**src/rtl/fb_page_pkg.sv**
```systemverilog
package fb_page_pkg;

    localparam logic [15:0] PORT_ADDR = 16'h123B;
    localparam int          OFS_W     = 3;
    localparam int          WIN_LSB   = 14;   // 16 KiB windows
    localparam int          SEG_W     = 16 - WIN_LSB;

    typedef enum logic [1:0] {
        WIN_SEG0  = 2'd0,
        WIN_SEG1  = 2'd1,
        WIN_SEG2  = 2'd2,
        WIN_ALL48 = 2'd3
    } win_mode_e;

    typedef struct packed {
        win_mode_e mode;
        logic      use_shadow;
        logic      rd_en;
        logic      visible;
        logic      wr_en;
    } page_ctrl_t;

    function automatic page_ctrl_t decode_ctrl(input logic [7:0] b);
        page_ctrl_t c;
        c.mode       = win_mode_e'(b[7:6]);
        c.use_shadow = b[3];
        c.rd_en      = b[2];
        c.visible    = b[1];
        c.wr_en      = b[0];
        return c;
    endfunction

    function automatic logic [7:0] encode_ctrl(input page_ctrl_t c);
        return {c.mode, 2'b00, c.use_shadow, c.rd_en, c.visible, c.wr_en};
    endfunction

endpackage

```
**src/rtl/fb_port_regs.sv**
```systemverilog
module fb_port_regs
    import fb_page_pkg::*;
(
    input  logic             clk,
    input  logic             rst,
    input  logic [15:0]      io_addr,
    input  logic             io_wr,
    input  logic [7:0]       io_wdata,
    output logic             port_sel,
    output page_ctrl_t       ctrl_q,
    output logic [OFS_W-1:0] ofs_q
);

    logic port_wr;
    logic ofs_form;

    assign port_sel = (io_addr == PORT_ADDR);
    assign port_wr  = port_sel && io_wr;
    assign ofs_form = io_wdata[4];

    always_ff @(posedge clk) begin
        if (rst) begin
            ctrl_q <= '0;
        end else if (port_wr && !ofs_form) begin
            ctrl_q <= decode_ctrl(io_wdata);
        end
    end

    always_ff @(posedge clk) begin
        if (rst) begin
            ofs_q <= '0;
        end else if (port_wr && ofs_form) begin
            ofs_q <= io_wdata[OFS_W-1:0];
        end
    end

endmodule

```
**src/rtl/fb_window_map.sv**
```systemverilog
module fb_window_map
    import fb_page_pkg::*;
#(
    parameter int BANK_W = 8
) (
    input  page_ctrl_t             ctrl,
    input  logic [OFS_W-1:0]       ofs,
    input  logic [BANK_W-1:0]      main_page,
    input  logic [BANK_W-1:0]      shadow_page,
    input  logic [15:0]            cpu_addr,
    input  logic                   cpu_rd,
    input  logic                   cpu_wr,
    output logic                   hit,
    output logic [BANK_W-1:0]      bank,
    output logic [BANK_W+WIN_LSB-1:0] paddr
);

    logic [BANK_W-1:0] base;
    logic [SEG_W-1:0]  blk;
    logic [SEG_W-1:0]  seg_idx;
    logic              wide;
    logic              in_win;
    logic              enabled;

    assign blk  = cpu_addr[15:WIN_LSB];
    assign wide = (ctrl.mode == WIN_ALL48);

    always_comb begin
        base    = ctrl.use_shadow ? shadow_page : main_page;
        seg_idx = wide ? blk : SEG_W'(ctrl.mode);
        in_win  = wide ? (blk != 2'd3) : (blk == 2'd0);
        enabled = (cpu_rd && ctrl.rd_en) || (cpu_wr && ctrl.wr_en);
        bank    = base + BANK_W'(ofs) + BANK_W'(seg_idx);
    end

    assign hit   = enabled && in_win;
    assign paddr = {bank, cpu_addr[WIN_LSB-1:0]};

endmodule

```
**src/rtl/fb_page_ctrl.sv**
```systemverilog
module fb_page_ctrl
    import fb_page_pkg::*;
#(
    parameter int BANK_W = 8
) (
    input  logic                      clk,
    input  logic                      rst,
    input  logic [15:0]               io_addr,
    input  logic                      io_wr,
    input  logic [7:0]                io_wdata,
    output logic [7:0]                io_rdata,
    input  logic [BANK_W-1:0]         main_page,
    input  logic [BANK_W-1:0]         shadow_page,
    input  logic [15:0]               cpu_addr,
    input  logic                      cpu_rd,
    input  logic                      cpu_wr,
    output logic                      map_hit,
    output logic [BANK_W-1:0]         map_bank,
    output logic [BANK_W+WIN_LSB-1:0] map_paddr,
    output logic                      layer_visible
);

    logic             port_sel;
    page_ctrl_t       ctrl_q;
    logic [OFS_W-1:0] ofs_q;

    fb_port_regs u_regs (
        .clk      (clk),
        .rst      (rst),
        .io_addr  (io_addr),
        .io_wr    (io_wr),
        .io_wdata (io_wdata),
        .port_sel (port_sel),
        .ctrl_q   (ctrl_q),
        .ofs_q    (ofs_q)
    );

    fb_window_map #(.BANK_W(BANK_W)) u_map (
        .ctrl        (ctrl_q),
        .ofs         (ofs_q),
        .main_page   (main_page),
        .shadow_page (shadow_page),
        .cpu_addr    (cpu_addr),
        .cpu_rd      (cpu_rd),
        .cpu_wr      (cpu_wr),
        .hit         (map_hit),
        .bank        (map_bank),
        .paddr       (map_paddr)
    );

    assign io_rdata      = port_sel ? encode_ctrl(ctrl_q) : 8'h00;
    assign layer_visible = ctrl_q.visible;

endmodule

```
**config.mk**
```make
export PLATFORM = sky130hd
export DESIGN_NAME = fb_page_ctrl
export DESIGN_NICKNAME = d
export VERILOG_FILES = /design/src/rtl/fb_page_pkg.sv /design/src/rtl/fb_port_regs.sv /design/src/rtl/fb_window_map.sv /design/src/rtl/fb_page_ctrl.sv
export SDC_FILE = /design/constraint.sdc
export NUM_CORES = 1
export LEC_CHECK = 0
export BUFFER_PORTS_ARGS = -buffer_cell sky130_fd_sc_hd__buf_4
export CORE_ASPECT_RATIO = 1.75
export CORE_MARGIN = 2
export CORE_UTILIZATION = 40
export DETAILED_ROUTE_END_ITERATION = 12
export PLACE_DENSITY = 0.87
export RECOVER_POWER = 100
export SYNTH_ARGS = -nofsm -noshare
export SYNTH_HDL_FRONTEND = slang
export SYNTH_SLANG_ARGS = --single-unit
```
**constraint.sdc**
```tcl
create_clock -name clk -period 9.1 [get_ports clk]
set_clock_uncertainty 0.05 [all_clocks]
set_input_delay 1.82 -clock clk [delete_from_list [all_inputs] [get_ports clk]]
set_output_delay 1.82 -clock clk [all_outputs]
set_load 0.02 [all_outputs]
```
* Word-level counts from Yosys, hierarchy flattened *
Index checks and enable logic that the tools add are counted.

word-level totals
  flip-flop bits (word level) = 9
  output and inout bits = 40
  logic and storage cells = 24

operators by class
  reductions and logical operators = 9
  add/sub/neg operators = 2
  eq/ne operators = 3
  muxes and demuxes = 4

operators with widths
  operator              number
  $eq 16x13->1 const B  1
  $mux 8                2
  $add 8x2->8           1
  $add 8x3->8           1
  $logic_and 1x1->1     6
  $eq 2x2->1 const B    1
  $logic_not 2->1       1
  $mux 2                1
  $ne 2x2->1 const B    1
  $logic_not 1->1       1
  $logic_or 1x1->1      1
  $mux 1                1

* Longest topological paths before layout *
Gate-level depths: netlist of the first run.

  depth after elaboration = 3
  mapped depth = 12
  gate-level depth less buffers = 11

* Hierarchy *
A second synthesis of the first run with hierarchy kept.

unflattened totals
  cells, all modules = 120
  area, all modules = 1042.2 µm²

by module, submodules not included
  module         instances  cells an instance  area an instance (µm²)
  fb_window_map  1          65                 545.5
  fb_port_regs   1          46                 440.4
  fb_page_ctrl   1          9                  56.3

* Least setup slack after synthesis of the first run *
No wires, ideal clock.

  kind = input-to-output
  from = input port cpu_addr[15]
  to = output port map_paddr[19]
  slack = 3.279 ns
  arrival time = 3.951 ns
  cell stages on the path = 10
  required time = 7.230 ns
  cells stage by stage = o21ai_0 -> fa_1 -> inv_1 -> ha_1 -> inv_1 -> fa_1 -> nor2b_1 -> o21bai_1 -> xor2_1 -> buf_4

on the way
  word-level cells in the longest chain between the ends = 2

RTL lines
  item             RTL line             RTL
  start, declared  fb_page_ctrl.sv:14   input logic [15:0] cpu_addr,
  $mux 2           fb_window_map.sv:30  seg_idx = wide ? blk : SEG_W'(ctrl.mode);
  $add 8x2->8      fb_window_map.sv:33  bank = base + BANK_W'(ofs) + BANK_W'(seg_idx);
  end, declared    fb_page_ctrl.sv:19   output logic [BANK_W+WIN_LSB-1:0] map_paddr,

Every way passes these cells.

* Final worst setup path of the first run *
  from = input port cpu_addr[15]
  to = output port map_bank[7]

on the way
  word-level cells in the longest chain between the ends = 2

RTL lines
  item           RTL line             RTL
  $mux 2         fb_window_map.sv:30
  $add 8x2->8    fb_window_map.sv:33
  end, declared  fb_page_ctrl.sv:18   output logic [BANK_W-1:0] map_bank,

Every way passes these cells.

==> results of run 1 <==
[through the flow]
step	area [µm²]	setup slack (ns)	total power [mW]	utilization, %
global placement	1430	3.194	0.07572	54.43
detailed placement	1430	3.139	0.07682	54.43
finish	1366	3.088	0.1194	52.00
global route	1366	2.899	0.1254	52.00
CTS	1475	3.141	0.1248	56.14
floorplan	1085	3.279	0.06649	-
[state kept, by name (all words and copies together), names as in the netlist]
signal and flops:
u_regs.ctrl_q 6, u_regs.ofs_q 3
[where the power goes]
part	total, mW	internal, mW	switching, mW
clock network	0.0472	0.0306	0.0166
logic	0.0327	0.0183	0.0144
registers	0.0396	0.0396	0.000000193
total	0.119	0.0884	0.0310
[worst paths after layout]
check | from | to | depth (start not counted)
hold / removal | u_regs.ofs_q[1] | u_regs.ofs_q[1] | 2
setup / recovery | cpu_addr[15] | map_bank[7] | 12
hold reg to reg | u_regs.ofs_q[1] | u_regs.ofs_q[1] | 2
setup reg to reg | u_regs.ctrl_q[3] | u_regs.ctrl_q[3] | 2
[cells by family (layout without fill, tap and decap cells)]
group	count (synthesis)	after routing
xor gates and xnor gates	5	5
and+or+nand+nor	35	35
AOI/OAI and AO/OA	8	8
DFF	9	9
adders and majority gates	8	8
muxes	16	16
other	1	2
buffers and inverters	39	84
[metal layers]
layer / wire [µm] / part of all wire [%] / vias up / track usage (%)
met3: 365 / 14 / 9 / 5.198
li1: - / - / 459 / -
met1: 805 / 31 / 438 / 14.20
met2: 1355 / 52 / 76 / 35.16
met5: 0 / 0 / - / 0
met4: 84 / 3.2 / 0 / 12.12
[cell type report]
| class | instances | area, µm² |
|---|---|---|
| fill | 275 | 1261 |
| sequential | 9 | 180.2 |
| timing repair buffer | 69 | 427.9 |
| clock buffer | 4 | 45.04 |
| tap | 27 | 33.78 |
| multi-input combinational | 74 | 638.1 |
| inverter | 11 | 41.29 |
[synthesized netlist by cell type]
master / number
buf_4: 25
nand2b_1: 15
mux2i_1: 14
inv_1: 11
dfxtp_1: 9
and2_2: 6
ha_1: 4
fa_1: 3
xnor2_1: 3
a21oi_1: 2
mux2_2: 2
nor2_1: 2
nor2b_1: 2
o21ai_0: 2
xor2_1: 2
a21o_1: 1
a22oi_1: 1
a32oi_1: 1
and3_1: 1
and3b_1: 1
buf_1: 1
buf_6: 1
clkbuf_1: 1
conb_1: 1
maj3_1: 1
nand2_1: 1
nand3b_1: 1
nand4b_1: 1
nand4bb_4: 1
nor3_1: 1
nor4_4: 1
o21bai_1: 1
or4b_1: 1
or4b_4: 1
[tightest hold or removal path: stages, from the launching register on]
cell	delay, ns
dfxtp_1	0.30
nand2b_1	0.06
mux2i_1	0.05
==> results_dict.tcl, run 1 <==
set metrics [dict create \
    ys_ff_latch 9 \
    synth_top_area_share_pct 17.36 \
    synth_mux_area_share_pct 15.05 \
    detail_route.drc_violations 0 \
    fin_worst_hold_slack_ns 0.4220 \
    crit_path_start_kind "input port" \
    io_buffer_count 69 \
    timing.final.max_slew_violations 0 \
    fmaxAchievable_mhz 166.3 \
    crit_path_cell_trace "buf_4 -> o21ai_0 -> fa_1 -> inv_1 -> ha_1 -> inv_1 -> fa_1 -> nor2b_1 -> o21bai_1 -> nor2_1 -> xnor2_1 -> clkbuf_1" \
    max-cap-violations 0 \
    cts_max_path_buffers 2 \
    synthAdderAreaFrac_pct 11.11 \
    crit_required_ns 7.23 \
    synth.cell_area_um2 1081 \
    critical_path.n_buffers_inverters 4 \
    layout.cells.most_common "buf_4" \
    groute.usage.overall_pct 17.97 \
    grt_pass1_vias 1101 \
    report.final.setup_viol 0 \
    pwr_density_cell_nw_per_um2 87.41 \
    regToRegSetupSlack_ns 8.11 \
    core.rowCount 25 \
    detailed_place_hpwl_mm 2.282 \
    synthCells 121 \
    worstMarginPinSlew_ns 1.114 \
    top_library_cells_by_usage_in_the_layout_fill_and_taps_aside "buf_4 (44), clkbuf_1 (25), nand2b_1 (15)" \
    power.ir.vdd_worst_mv 0.06370 \
    die_footprint_um2 3151 \
    tritoncts_num_sinks 9 \
    die_height_um 72.77 \
    detailedRoute.firstPassIterationCount 4 \
    worst_slew_margin_rel_pct 25.03 \
    critical_path_arrival_ns 4.14 \
    synth_compound_area_share_pct 4.745 \
    post_cts_resize_count 0 \
    yosys_warnings 0 \
    grt_first_pass_wirelength_mm 4.271 \
    routed_wire_length_per_instance_um 13.45 \
    rsz0062_at_grt "false" \
    synth_largest_area_cell "buf_4" \
    insertion_delay_ns 0.24 \
    p_leak_nw 0.6008 \
    path_delay_family "adder cells" \
    critical_path_class "in -> out" \
    post_cts_buffers 0 \
    initial_core_util_pct 41.14 \
    cts_root_buffer "clkbuf_8" \
    run_status "completed" \
    timing.critical_path.slowest_cell_delay_ns 0.46 \
    initialDrtViolationCount 10 \
    post-place-cells 190 \
    finalCritPeriodShare_pct 66.06 \
    overflow 0 \
    fin_setup_tns_ns 0 \
    postSynthAreaPerCell_um2 8.934 \
    crit_slowest_cell "fa_1" \
    routed_antenna_nets 0 \
    largest_net_degree_at_the_start_of_global_routing 16 \
    path_category_of_the_worst_min_delay_check "reg -> reg" \
    finalHoldViolCount 0 \
    cts_htree_levels 1 \
    via_count 982 \
    largest_family_of_logic_cells_by_synthesized_area "simple AND/OR/NAND/NOR gates" \
    antenna_cells 0 \
    cts_buffers 3 \
    post_synth_num_cell_types 34 \
    post_synth_main_area_contributors "buf_4 (17%), dfxtp_1 (17%), mux2i_1 (13%)" \
    detail_route.vias_per_cell 5.062 \
    drive_gt1_share_pct 34.13 \
    routabilityCongestion 0.8639 \
    core_area_um2 2628 \
    path_clk_slew_ns 0.04 \
    synthXorXnorAreaFrac_pct 4.051 \
    final-instance-count-excl-fill 194 \
    post_synthesis_simple_gate_area_fraction_pct 25.12 \
    tritoncts "built" \
    route.final.wire_length_mm 2.610 \
    synth_sequential_area_ratio_pct 16.67 \
    area.growth.synth_to_final_pct 26.39 \
    worst-path-max-fanout 2 \
    fin_crit_ns 6.012 \
    crit_path_end_kind "output port" \
    ioPinCount 101 \
    cts_hold_buf 0 \
    fin_nets 236 \
    die_width_um 43.30 \
    antenna_found_initial 0 \
]
(Power assumes the default switching activity.)
==> run 2: changes to the inputs <==
Settings changed: CORE_UTILIZATION 40 to 33, PLACE_DENSITY 0.87 to 0.77.
Clock period 9.1 ns to 5.4 ns, I/O delays scaled along.
==> run 2 against run 1 <==
Sequential cell count did not move; sequential share of layout area decreased by 0.19 points; design area grew 1.5%; critical endpoint unchanged.
==> results_dict.tcl, run 2 (synthesis gave the netlist of run 1 again) <==
set metrics [dict create \
    timing.final.max_slew_violations 0 \
    route.final.wire_length_mm 2.395 \
    critical_path_arrival_ns 3.37 \
    grt_first_pass_wirelength_mm 3.491 \
    global_route.usage.met2_pct 23.51 \
    detail_route.vias_per_cell 4.581 \
    initialDrtViolationCount 7 \
    cts_buffers 3 \
    crit_required_ns 4.27 \
    registers.top_by_ff_count "u_regs.ctrl_q" \
    cts_htree_levels 1 \
    grt_use_met3_pct 3.620 \
    cts_hold_buf 0 \
    routed_antenna_nets 0 \
    drive_gt1_share_pct 34.13 \
    critical_path.n_buffers_inverters 4 \
    layout.cells.most_common "buf_4" \
    detailed_place_hpwl_mm 2.103 \
    die_width_um 47.27 \
    area.growth.synth_to_final_pct 28.24 \
    routabilityCongestion 0.7783 \
    worst_setup_path_endpoint "map_bank[7]" \
    p_leak_nw 0.6008 \
    run_status "completed" \
    cts_root_buffer "clkbuf_8" \
    tritoncts "built" \
    detailedRoute.firstPassIterationCount 4 \
    fin_setup_tns_ns 0 \
    top_regs "u_regs.ctrl_q (6), u_regs.ofs_q (3)" \
    largest_reg_flops 6 \
    timing.critical_path.slowest_cell_delay_ns 0.45 \
    finalHoldViolCount 0 \
    fin_nets 236 \
    fmaxAchievable_mhz 222.3 \
    core.rowCount 27 \
    report.final.setup_viol 0 \
    reg2reg_to "u_regs.ctrl_q[3]" \
    worst-path-max-fanout 2 \
    grt_pass1_vias 928 \
    finalCritPeriodShare_pct 83.32 \
    ioPinCount 101 \
    overflow 0 \
    crit_path_end_kind "output port" \
    placedInstanceArea_um2 1450 \
    crit_path_cell_trace "buf_4 -> o21ai_0 -> fa_1 -> inv_1 -> ha_1 -> inv_1 -> fa_1 -> nor2b_1 -> o21bai_1 -> nor2_1 -> xnor2_1 -> clkbuf_1" \
    worst-path-stages 12 \
    crit_slowest_cell "fa_1" \
    max-cap-violations 0 \
    groute.usage.overall_pct 12.41 \
    final_core_utilization_pct 44.13 \
    antenna_found_initial 0 \
    post_cts_buffers 0 \
    path_category_of_the_worst_min_delay_check "reg -> reg" \
    placement.setup.worst_slack_ns 0.9141 \
    worstMarginPinSlew_ns 1.133 \
    largest_net_degree_at_the_start_of_global_routing 16 \
    fin_worst_hold_slack_ns 0.4282 \
    insertion_delay_ns 0.22 \
    core_area_um2 3142 \
    startpoint_of_the_worst_slack_reg_to_reg_timing_path "u_regs.ctrl_q[3]" \
    path_delay_family "adder cells" \
    initial_core_util_pct 34.41 \
    routed_wire_length_per_instance_um 11.40 \
    tritoncts_num_sinks 9 \
    via_count 962 \
    final_design_area_excluding_fillers_um2 1386 \
    die_height_um 79.72 \
    pwr_density_cell_nw_per_um2 142.2 \
    detail_route.drc_violations 0 \
    rr_worst_depth 2 \
    die_footprint_um2 3768 \
    fin_crit_ns 4.499 \
    critical_path_class "in -> out" \
    cts_max_path_buffers 2 \
    crit_path_start "cpu_addr[15]" \
    power.ir.vdd_worst_mv 0.09482 \
    top_library_cells_by_usage_in_the_layout_fill_and_taps_aside "buf_4 (44), clkbuf_1 (25), nand2b_1 (15)" \
    crit_path_start_kind "input port" \
    timing.final.ws_setup_ns 0.9009 \
    regToRegSetupSlack_ns 4.41 \
    grt.met1_usage_pct 11.33 \
    grt_busiest_layer "met2" \
    rsz0062_at_grt "false" \
    antenna_cells 0 \
    worst_slew_margin_rel_pct 23.76 \
    io_buffer_count 69 \
    post_cts_resize_count 0 \
    path_clk_slew_ns 0.05 \
]
## run 2: cell counts in the layout (fill, tap and decap cells not counted)
Identical to the previous run, type by type.
## run 2: layer usage
layer	part of all wire [%]	routed length, µm	up-vias
li1	-	-	460
met1	36	861	424
met2	50	1188	74
met4	0.92	22	0
met3	13	323	4
met5	0	0	-
## run 2: power breakdown
part           internal [mW]  switching (mW)
sequential            0.0667     0.000000337
combinational         0.0307          0.0234
clock                 0.0513          0.0250
total                  0.149          0.0484
## run 2: final cells by class
type                       count  area [µm²]
timing repair buffer          69       427.9
tap                           43       53.80
clock buffer                   4       45.04
multi-input combinational     74       638.1
sequential                     9       180.2
fill                         367        1755
inverter                      11       41.29
## run 2: tightest hold or removal path: cells and delay by family (launching register included)
family	cells	cell delay, ns
flip-flops	1	0.31
multiplexers	1	0.06
AND/OR/NAND/NOR	1	0.07
## run 2: how the worst min path moves through the flow
stage                     from              end  depth (start not counted)
5_1_grt        u_regs.ofs_q[2]  u_regs.ofs_q[2]                          2
3_3_place_gp   u_regs.ofs_q[1]  u_regs.ofs_q[1]                          2
4_1_cts        u_regs.ofs_q[1]  u_regs.ofs_q[1]                          2
3_5_place_dp   u_regs.ofs_q[1]  u_regs.ofs_q[1]                          2
2_1_floorplan  u_regs.ofs_q[0]  u_regs.ofs_q[0]                          2
6_report       u_regs.ofs_q[0]  u_regs.ofs_q[0]                          2
## run 2: through the flow
step,cells,power [mW]
after detailed placement,206,0.1286
after CTS,210,0.2052
after global placement,206,0.1275
after global routing,210,0.2083
after floorplan,122,0.1120
final,210,0.1971
==> run 3: changes to the inputs <==
Settings changed: ABC_AREA set to 1, CORE_UTILIZATION 33 to 35.
Clock period 5.4 ns to 3.82 ns, I/O delays scaled along.
==> run 3 against run 2 <==
Worst hold slack better by 0.0049 ns; sequential power rose by 41%; register-to-register slack worse by 1.5 ns; via count is 31% higher; power grew 52%; sequential share of layout area fell by 2.0 points; design area rose by 18%; die area is 6.8% higher; wire length grew 22%; largest cell class unchanged.
==> results_dict.tcl, run 3 <==
set metrics [dict create \
    run_status "completed" \
    antenna_found_initial 0 \
    placedInstanceArea_um2 1649 \
    synth_compound_area_share_pct 4.069 \
    synth_sequential_area_ratio_pct 14.65 \
    drive_gt1_share_pct 33.06 \
    die_height_um 82.42 \
    post_synth_main_area_contributors "dfxtp_1 (15%), buf_4 (15%), nand2_1 (13%)" \
    fin_crit_ns 3.690 \
    initial_core_util_pct 36.57 \
    postSynthAreaPerCell_um2 6.373 \
    grt_pass1_vias 1146 \
    die_width_um 48.81 \
    design_power_total_uw 299.7 \
    post_synth_num_cell_types 30 \
    detailed_place_hpwl_mm 2.510 \
    cts_htree_levels 1 \
    pwr_density_cell_nw_per_um2 182.6 \
    critical_path_class "in -> out" \
    grt_first_pass_wirelength_mm 4.498 \
    groute.usage.overall_pct 14.41 \
    cts_buffers 3 \
    critical_path.n_buffers_inverters 4 \
    ioPinCount 101 \
    routabilityCongestion 0.7990 \
    synthXorXnorAreaFrac_pct 2.848 \
    path_category_of_the_worst_min_delay_check "reg -> reg" \
    timing.critical_path.slowest_cell_delay_ns 0.42 \
    postSynth.topFlopCell "dfxtp_1" \
    finalCritPeriodShare_pct 96.60 \
    tritoncts "built" \
    rsz0062_at_grt "false" \
    overflow 0 \
    fin_setup_tns_ns 0 \
    crit_path_start_kind "input port" \
    yosys_warnings 0 \
    final_design_area_excluding_fillers_um2 1642 \
    report.final.setup_viol 0 \
    yosys.cell_count.top_type "nand2_1" \
    placement.setup.worst_slack_ns -0.1194 \
    core.rowCount 28 \
    route.final.wire_length_mm 2.916 \
    detail_route.drc_violations 0 \
    registers.top_by_ff_count "u_regs.ctrl_q" \
    power.ir.vdd_worst_mv 0.1167 \
    timing.final.ws_setup_ns 0.1298 \
    p_leak_nw 0.8366 \
    top_library_cells_by_usage_in_the_layout_fill_and_taps_aside "buf_4 (61), nand2_1 (43), nor2_1 (36)" \
    initialDrtViolationCount 8 \
    largest_reg_flops 6 \
    fin_nets 314 \
    synth_largest_area_cell "dfxtp_1" \
    via_count 1258 \
    cts_hold_buf 0 \
    synthCells 193 \
    crit_required_ns 3.01 \
    area.growth.synth_to_final_pct 33.47 \
    io_buffer_count 69 \
    crit_path_end_kind "output port" \
    top_regs "u_regs.ctrl_q (6), u_regs.ofs_q (3)" \
    cts_max_path_buffers 2 \
    ys_ff_latch 9 \
    core_area_um2 3363 \
    routed_antenna_nets 0 \
    detailedRoute.firstPassIterationCount 4 \
    routed_wire_length_per_instance_um 10.06 \
    antenna_cells 0 \
    edff_count_synth 0 \
    die_footprint_um2 4023 \
    max-cap-violations 0 \
    worst-path-max-fanout 2 \
    timing.final.max_slew_violations 0 \
    synth.cell_area_um2 1230 \
    crit_path_cell_trace "buf_4 -> o21ai_4 -> fa_1 -> inv_1 -> ha_2 -> inv_2 -> fa_2 -> o21ai_2 -> nand2_1 -> nor2_1 -> nand2_1 -> xor2_2 -> buf_4" \
    largest_net_degree_at_the_start_of_global_routing 11 \
    path_delay_family "adder cells" \
    detail_route.vias_per_cell 4.338 \
    insertion_delay_ns 0.23 \
    crit_slowest_cell "fa_1" \
    largest_family_of_logic_cells_by_synthesized_area "simple AND/OR/NAND/NOR gates" \
    critical_path_arrival_ns 2.88 \
    finalHoldViolCount 0 \
    path_clk_slew_ns 0.04 \
    postSynth.asyncResetShare_pct 0 \
    tritoncts_num_sinks 9 \
    synth_top_area_share_pct 14.65 \
    synthTopCellsByCount "nand2_1 (43), inv_1 (35), nor2_1 (33)" \
    layout.cells.most_common "buf_4" \
    fmaxAchievable_mhz 271.0 \
    synth_mux_area_share_pct 2.442 \
    synthAdderAreaFrac_pct 9.766 \
    cts_root_buffer "clkbuf_8" \
    post_synthesis_simple_gate_area_fraction_pct 38.15 \
]
==> run 3: where the power goes <==
| group | internal [mW] | switching [mW] | leakage [nW] |
|---|---|---|---|
| Sequential | 0.0943 | 0.000000653 | 0.0724 |
| Clock | 0.0727 | 0.0376 | 0.0228 |
| Combinational | 0.0498 | 0.0454 | 0.741 |
==> run 3: logic make-up (layout without fill, tap and decap cells) <==
logic type | after synthesis | count (layout)
AO/OA/AOI/OAI | 7 | 7
XOR/XNOR | 4 | 4
adder cells (fa/ha/maj) | 8 | 8
buffers and inverters | 64 | 115
flip-flops | 9 | 9
multiplexers | 3 | 3
other | 1 | 2
AND/OR/NAND/NOR | 97 | 97
==> run 3: worst paths after layout <==
| check | start | end | slack, ns | cells past startpoint |
|---|---|---|---|---|
| setup / recovery | cpu_addr[15] | map_bank[7] | 0.13 | 13 |
| hold / removal | u_regs.ofs_q[1] | u_regs.ofs_q[1] | 0.43 | 2 |
| setup reg to reg | u_regs.ctrl_q[3] | u_regs.ctrl_q[3] | 2.92 | 3 |
| hold reg to reg | u_regs.ofs_q[1] | u_regs.ofs_q[1] | 0.43 | 2 |
==> run 3: routing by layer <==
layer  up-vias  wire (µm)  share of wire [%]  track usage, %
li1        651          -                  -               -
met4         0        104                3.6           10.57
met5         -          0                  0               0
met1       531        943                 32           12.78
met3        13        241                8.3           2.338
met2        63       1626                 56           28.90
==> run 3: tightest hold or removal path, cell delays in order (launching register included) <==
cell,delay [ns]
dfxtp_1,0.32
nor2_1,0.05
nor2_1,0.08
==> run 3: stage by stage <==
stage / util, % / std cells / hold slack [ns]
floorplan: - / 194 / 0.4050
global placement: 49.03 / 286 / 0.4181
detailed placement: 49.03 / 286 / 0.4234
CTS: 50.48 / 290 / 0.4333
global route: 48.81 / 290 / 0.4590
finish: 48.81 / 290 / 0.4331
==> run 3: repair_timing <==
item | in CTS | in global routing
hold endpoints to repair | 0 | 0
setup buffers | 0 | 1
pin swaps | 1 | 7
resized for setup | 3 | 8
endpoints found under the setup margin | 4 | 4
==> run 3: layout make-up <==
type,count,area (µm²)
Multi-Input combinational cell,121,708.2
Inverter,38,145.1
Sequential cell,9,180.2
Timing Repair Buffer,73,506.7
Tap cell,45,56.30
Clock buffer,4,45.04
Fill cell,394,1722
